$ cat config.mk
export PLATFORM = sky130hd
export DESIGN_NAME = fsrate_decoder
export DESIGN_NICKNAME = d
export VERILOG_FILES = /design/src/rtl/fsrate_pkg.sv /design/src/rtl/fsrate_ctl.sv /design/src/rtl/fsrate_dp.sv /design/src/rtl/fsrate_decoder.sv
export SDC_FILE = /design/constraint.sdc
export NUM_CORES = 1
export LEC_CHECK = 0
export BUFFER_PORTS_ARGS = -buffer_cell sky130_fd_sc_hd__buf_2
export CORE_MARGIN = 3
export CORE_UTILIZATION = 50
export CTS_CLUSTER_SIZE = 28
export DETAILED_ROUTE_END_ITERATION = 16
export GPL_ROUTABILITY_DRIVEN = 0
export PLACE_DENSITY_LB_ADDON = 0.2
export SLEW_MARGIN = 15
export SYNTH_ARGS = -nofsm -noshare
export SYNTH_HDL_FRONTEND = slang
export SYNTH_SLANG_ARGS = --single-unit
$ cat constraint.sdc
create_clock -name clk -period 3.7 [get_ports clk]
set_input_delay 0.74 -clock clk [delete_from_list [all_inputs] [get_ports clk]]
set_output_delay 0.74 -clock clk [all_outputs]
set_load 0.05 [all_outputs]
$ cat src/rtl/fsrate_pkg.sv
package fsrate_pkg;

  typedef enum logic [1:0] {
    RATE_16K = 2'd0,
    RATE_24K = 2'd1,
    RATE_32K = 2'd2,
    RATE_64K = 2'd3
  } rate_e;

  // control -> datapath strobes
  typedef struct packed {
    logic frameTick;   // enable fell this cycle
    logic emitValid;   // pipeline filled for selected tap
    logic useLong;     // select the long tap
  } ctl_strobe_t;

endpackage

$ cat src/rtl/fsrate_ctl.sv
module fsrate_ctl
  import fsrate_pkg::*;
#(
  parameter int LEN_W       = 4,
  parameter int SHORT_DELAY = 2,
  parameter int LONG_DELAY  = 6
) (
  input  logic             clk,
  input  logic             rst,
  input  logic             syncEn,
  input  logic             longDelay,
  output ctl_strobe_t      strobe,
  output logic [LEN_W-1:0] measLen
);

  localparam int FILL_W = $clog2(LONG_DELAY + 1);
  localparam logic [LEN_W-1:0]  LEN_MAX   = '1;
  localparam logic [FILL_W-1:0] FILL_LONG = FILL_W'(LONG_DELAY);
  localparam logic [FILL_W-1:0] FILL_SHRT = FILL_W'(SHORT_DELAY);

  logic              prevEn;
  logic [LEN_W-1:0]  runLen;
  logic [FILL_W-1:0] fillCnt;
  logic [FILL_W-1:0] needFill;
  logic              fallNow;

  assign fallNow  = prevEn & ~syncEn;
  assign needFill = longDelay ? FILL_LONG : FILL_SHRT;

  always_ff @(posedge clk) begin
    if (rst) begin
      prevEn <= 1'b0;
      runLen <= '0;
    end else begin
      prevEn <= syncEn;
      if (!syncEn)
        runLen <= '0;
      else if (runLen != LEN_MAX)
        runLen <= runLen + 1'b1;
    end
  end

  // count frames since reset, saturating at the long tap
  always_ff @(posedge clk) begin
    if (rst)
      fillCnt <= '0;
    else if (fallNow && fillCnt != FILL_LONG)
      fillCnt <= fillCnt + 1'b1;
  end

  always_comb begin
    strobe.frameTick = fallNow;
    strobe.emitValid = fallNow && (fillCnt >= needFill);
    strobe.useLong   = longDelay;
    measLen          = runLen;
  end

  // a fall always follows at least one high sample
  p_len_nonzero_r1: assert property (@(posedge clk) disable iff (rst)
    strobe.frameTick |-> (measLen != '0));

  // two frame events are never adjacent
  p_tick_spacing_r7: assert property (@(posedge clk) disable iff (rst)
    strobe.frameTick |=> !strobe.frameTick);

  // counter never goes backwards except on reset
  p_len_no_wrap_r8: assert property (@(posedge clk) disable iff (rst)
    ($past(syncEn) && syncEn && $past(runLen) == LEN_MAX) |-> (runLen == LEN_MAX));

endmodule

$ cat src/rtl/fsrate_dp.sv
module fsrate_dp
  import fsrate_pkg::*;
#(
  parameter int LEN_W       = 4,
  parameter int LEN_16K     = 2,
  parameter int LEN_24K     = 3,
  parameter int LEN_32K     = 4,
  parameter int LEN_64K     = 8,
  parameter int SHORT_DELAY = 2,
  parameter int LONG_DELAY  = 6
) (
  input  logic             clk,
  input  logic             rst,
  input  ctl_strobe_t      strobe,
  input  logic [LEN_W-1:0] measLen,
  output rate_e            rateCode,
  output logic             rateValid,
  output logic             lenBad
);

  localparam int STAGES = LONG_DELAY;

  logic  lenHit;
  rate_e lenCode;
  rate_e lastGood;
  rate_e pushCode;
  rate_e pipe [STAGES];
  rate_e tapSel;

  always_comb begin
    lenHit  = 1'b1;
    lenCode = RATE_64K;
    if (measLen == LEN_W'(LEN_16K))      lenCode = RATE_16K;
    else if (measLen == LEN_W'(LEN_24K)) lenCode = RATE_24K;
    else if (measLen == LEN_W'(LEN_32K)) lenCode = RATE_32K;
    else if (measLen == LEN_W'(LEN_64K)) lenCode = RATE_64K;
    else                                 lenHit  = 1'b0;
  end

  assign pushCode = lenHit ? lenCode : lastGood;

  always_ff @(posedge clk) begin
    if (rst)
      lastGood <= RATE_64K;
    else if (strobe.frameTick && lenHit)
      lastGood <= lenCode;
  end

  // request pipeline, advanced once per frame
  for (genvar i = 0; i < STAGES; i++) begin : g_stage
    if (i == 0) begin : g_head
      always_ff @(posedge clk) begin
        if (rst)                   pipe[0] <= RATE_64K;
        else if (strobe.frameTick) pipe[0] <= pushCode;
      end
    end else begin : g_body
      always_ff @(posedge clk) begin
        if (rst)                   pipe[i] <= RATE_64K;
        else if (strobe.frameTick) pipe[i] <= pipe[i-1];
      end
    end
  end

  // tap read before the shift: stage d-1 holds the request from d frames back
  assign tapSel = strobe.useLong ? pipe[LONG_DELAY-1] : pipe[SHORT_DELAY-1];

  always_ff @(posedge clk) begin
    if (rst) begin
      rateCode  <= RATE_64K;
      lenBad    <= 1'b0;
      rateValid <= 1'b0;
    end else begin
      rateValid <= strobe.emitValid;
      if (strobe.frameTick) begin
        rateCode <= tapSel;
        lenBad   <= ~lenHit;
      end
    end
  end

  // reset leaves idle outputs
  p_reset_idle_r6: assert property (@(posedge clk)
    $past(rst) |-> (rateCode == RATE_64K && !rateValid && !lenBad));

  // strobe lasts one clock
  p_valid_pulse_r5: assert property (@(posedge clk) disable iff (rst)
    rateValid |=> !rateValid);

  // valid only follows a frame event
  p_valid_after_tick_r5: assert property (@(posedge clk) disable iff (rst)
    $rose(rateValid) |-> $past(strobe.frameTick));

  // outputs hold between frame events
  p_hold_r7: assert property (@(posedge clk) disable iff (rst)
    !$past(strobe.frameTick) |-> ($stable(rateCode) && $stable(lenBad)));

  // invalid flag rises only on a measured frame
  p_bad_on_frame_r2: assert property (@(posedge clk) disable iff (rst)
    $rose(lenBad) |-> $past(strobe.frameTick));

endmodule

$ cat src/rtl/fsrate_decoder.sv
module fsrate_decoder
  import fsrate_pkg::*;
#(
  parameter int LEN_W       = 4,
  parameter int LEN_16K     = 2,
  parameter int LEN_24K     = 3,
  parameter int LEN_32K     = 4,
  parameter int LEN_64K     = 8,
  parameter int SHORT_DELAY = 2,
  parameter int LONG_DELAY  = 6
) (
  input  logic       clk,
  input  logic       rst,
  input  logic       syncEn,
  input  logic       longDelay,
  output logic [1:0] rateCode,
  output logic       rateValid,
  output logic       lenBad
);

  ctl_strobe_t      strobe;
  logic [LEN_W-1:0] measLen;
  rate_e            codeOut;

  fsrate_ctl #(
    .LEN_W      (LEN_W),
    .SHORT_DELAY(SHORT_DELAY),
    .LONG_DELAY (LONG_DELAY)
  ) u_ctl (
    .clk      (clk),
    .rst      (rst),
    .syncEn   (syncEn),
    .longDelay(longDelay),
    .strobe   (strobe),
    .measLen  (measLen)
  );

  fsrate_dp #(
    .LEN_W      (LEN_W),
    .LEN_16K    (LEN_16K),
    .LEN_24K    (LEN_24K),
    .LEN_32K    (LEN_32K),
    .LEN_64K    (LEN_64K),
    .SHORT_DELAY(SHORT_DELAY),
    .LONG_DELAY (LONG_DELAY)
  ) u_dp (
    .clk      (clk),
    .rst      (rst),
    .strobe   (strobe),
    .measLen  (measLen),
    .rateCode (codeOut),
    .rateValid(rateValid),
    .lenBad   (lenBad)
  );

  assign rateCode = codeOut;

endmodule

==> flow_metrics.py <==
metrics = {
    "run_status": {
        "status": "complete, no violations",
    },
    "routing": {
        "wl_met2_microns": 925,
        "wl_met1_microns": 950,
        "via_per_inst": 5.262,
        "ant_nets": 0,
        "wl_mm": 1.935,
        "maxUsedRoutingLayer": "met4",
        "wl_per_cell_microns": 13.72,
        "drt_first_pass_iters": 4,
        "route.detailed.drc": 0,
        "vias": 742,
        "dr_wl_met3_microns": 42,
        "first_iter_violations": 11,
    },
    "timing": {
        "fin_skew_ps": 3.881,
        "max_slew_margin_pct": 51.23,
        "timing.setup.tns_ps": 0,
        "setup-violations-final": 0,
        "hold_viol": 0,
        "finalWorstSetupSlack_ps": 1740,
        "finalMaxSlewViolations": 0,
        "fin_crit_ps": 1960,
        "worst_pin_slew_ps": 731.6,
        "grt_setup_unrepaired": "no",
        "fin_crit_sh_pct": 52.98,
        "whs_ps": 476.5,
        "clock.fmax_mhz": 510.1,
    },
    "setup_path": {
        "rrSetupSlack_ps": 1980,
        "cp_data_required_time_ps": 3650,
        "crit_path_start": "syncEn",
        "critPathLaunchType": "input pin",
        "slowest_stage": "nand2b_1",
        "critPathMaxStageDelay_ps": 570,
        "reg2reg_to": "u_dp.pipe[2][1]",
        "r2r_cells": 2,
        "endpoint_kind": "register",
        "r2r_start": "u_ctl.prevEn",
        "cp_max_fo": 20,
        "cp-endpoint": "u_dp.pipe[2][1]",
        "cp.arrival_ps": 1910,
        "cp_cell_sequence": "buf_2 > nand2b_1 > nand2b_1",
        "crit_top_cell": "nand2b_1",
        "path_class": "in -> reg",
    },
    "grt": {
        "grt_max_degree": 23,
        "grt_pass1_vias": 707,
        "grt_first_pass_wirelength_mm": 3.132,
        "track_usage_pct": 14.63,
        "antenna_found_initial": 0,
        "gr-total-overflow": 0,
    },
    "finish": {
        "n_fill_cell": 212,
        "drive_gt1_share_pct": 15.93,
        "finish.instance_area_sq_um": 1262,
        "area_delta_synth_final_pct": 4.560,
        "antenna_cells": 0,
        "final_common_cell": "dfxtp_1",
        "nets": 124,
        "fin_util_pct": 55.99,
        "final_cell_mix": "14 x dfxtp_1, 12 x nor2_1, 12 x edfxtp_1",
    },
    "power_and_ir_drop": {
        "leakagePower_nw": 0.4333,
        "peakVddDrop_mv": 0.1603,
        "power_density_nw_per_um2": 369.0,
    },
    "clock_tree": {
        "clock-root-buffer": "clkbuf_4",
        "clkTransAtPathRegs_ps": 130,
        "hold_buffers": 0,
        "htreeDepth": 1,
        "tritoncts": "yes",
        "cts_resized": 0,
        "cts_buffer_depth": 2,
        "cts.sinks": 26,
        "cts_buffers": 3,
        "worstSkewPairLatency_ps": 310,
        "cts_setup_buffers": 0,
    },
    "synth": {
        "async_reset_ff_share_pct": 0,
        "ys_warn_count": 0,
        "synth_flop_cell": "dfxtp_1",
        "synth_seq_cells": 26,
        "synth_area_per_cell_sq_um": 11.18,
        "synth_nets": 118,
        "ys_types": 35,
        "syn_area_sq_um": 1207,
        "synth_edf_count": 12,
        "yosysSeqAreaShare_pct": 53.06,
        "synthCells": 108,
    },
    "placed_design": {
        "place_area_sq_um": 1236,
        "hpwlAfterDp_mm": 1.339,
        "place_ws_ps": 1394,
        "port_buffers": 7,
    },
    "floorplan": {
        "die_area_sq_um": 3040,
        "die_w_microns": 55.14,
        "core_area_sq_um": 2255,
        "rows": 17,
        "die_h_microns": 55.14,
        "initial_core_util_pct": 53.55,
        "ios": 8,
    },
    "hold_path": {
        "worstHoldPathType": "reg -> reg",
    },
    "run": {
        "max-cap-violations": 0,
    },
}
## state kept, by name, summed over array words and instances, names as in the netlist
| signal | count |
|---|---|
| u_ctl.fillCnt | 3 |
| u_ctl.measLen | 4 |
| u_dp.rateValid | 1 |
| u_dp.rateCode | 2 |
| u_dp.lastGood | 2 |
| u_dp.pipe | 12 |
| u_ctl.prevEn | 1 |
| u_dp.lenBad | 1 |
## critical path, delay by kind of cell
kind	cells	cell delay [ps]
simple gates	2	1080
buf+inv	1	90
## layout make-up
cell class	instances	area, sq um	area share (%)
flip-flops and latches	26	640.6	50.74
inverters	8	30.03	2.379
multi-input cells	68	495.5	39.25
repair buffers	7	35.03	2.775
clock inverters	1	3.754	0.2973
well taps	28	35.03	2.775
clock buffers	3	22.52	1.784
## cells in the mapped netlist, types with 2 or more instances
library cell   n  area [sq um]
ha_1           6         75.07
o21ai_0        2         10.01
nand3_1        2         10.01
or3_1         10         62.56
inv_1          8         30.03
clkbuf_1       3         11.26
edfxtp_1      12         360.4
a211o_1        2         17.52
dfxtp_1       14         280.3
nor3_1         4         20.02
nand2b_1       3         18.77
nor2_1        12         45.04
xnor2_1        2         17.52
a21oi_1        2         10.01
mux2i_1        6         60.06
## how the worst min path moves through the flow
stage | startpoint | to | slack, ps | depth (start not counted)
floorplan | u_dp.lastGood[1] | u_dp.lastGood[1] | 470 | 1
global placement | u_dp.rateCode[1] | u_dp.rateCode[1] | 450 | 1
detailed placement | u_dp.rateCode[0] | u_dp.rateCode[0] | 450 | 1
CTS | u_dp.rateCode[0] | u_dp.rateCode[0] | 480 | 1
global route | u_dp.rateCode[0] | u_dp.rateCode[0] | 500 | 1
finish | u_dp.rateCode[0] | u_dp.rateCode[0] | 480 | 1
## power breakdown
group          internal [W]  switching (W)
clock             0.0000394      0.0000801
combinational     0.0000119      0.0000258
sequential         0.000305     0.00000373
total              0.000356       0.000110
## stage by stage
| stage | cells | power (W) |
|---|---|---|
| after floorplan | 108 | 0.0003444 |
| after global placement | 137 | 0.0003513 |
| after detailed placement | 137 | 0.0003531 |
| after CTS | 141 | 0.0004741 |
| after global routing | 141 | 0.0004886 |
| final | 141 | 0.0004658 |
## logic make-up after synthesis
| kind of cell | share of synthesized area, % |
|---|---|
| DFF | 53.06 |
| buffers and inverters | 5.906 |
| adders and majority gates | 6.217 |
| AOI/OAI and AO/OA | 8.188 |
| and+or+nand+nor | 19.48 |
| xor gates and xnor gates | 2.177 |
| muxes | 4.974 |
## metal layers
metal / track usage (%) / up-vias
met4: 7.287 / 0
met2: 24.41 / 4
li1: - / 388
met5: 0 / -
met1: 18.14 / 348
met3: 2.413 / 2
Note: power is estimated with default switching activity, not from simulation.
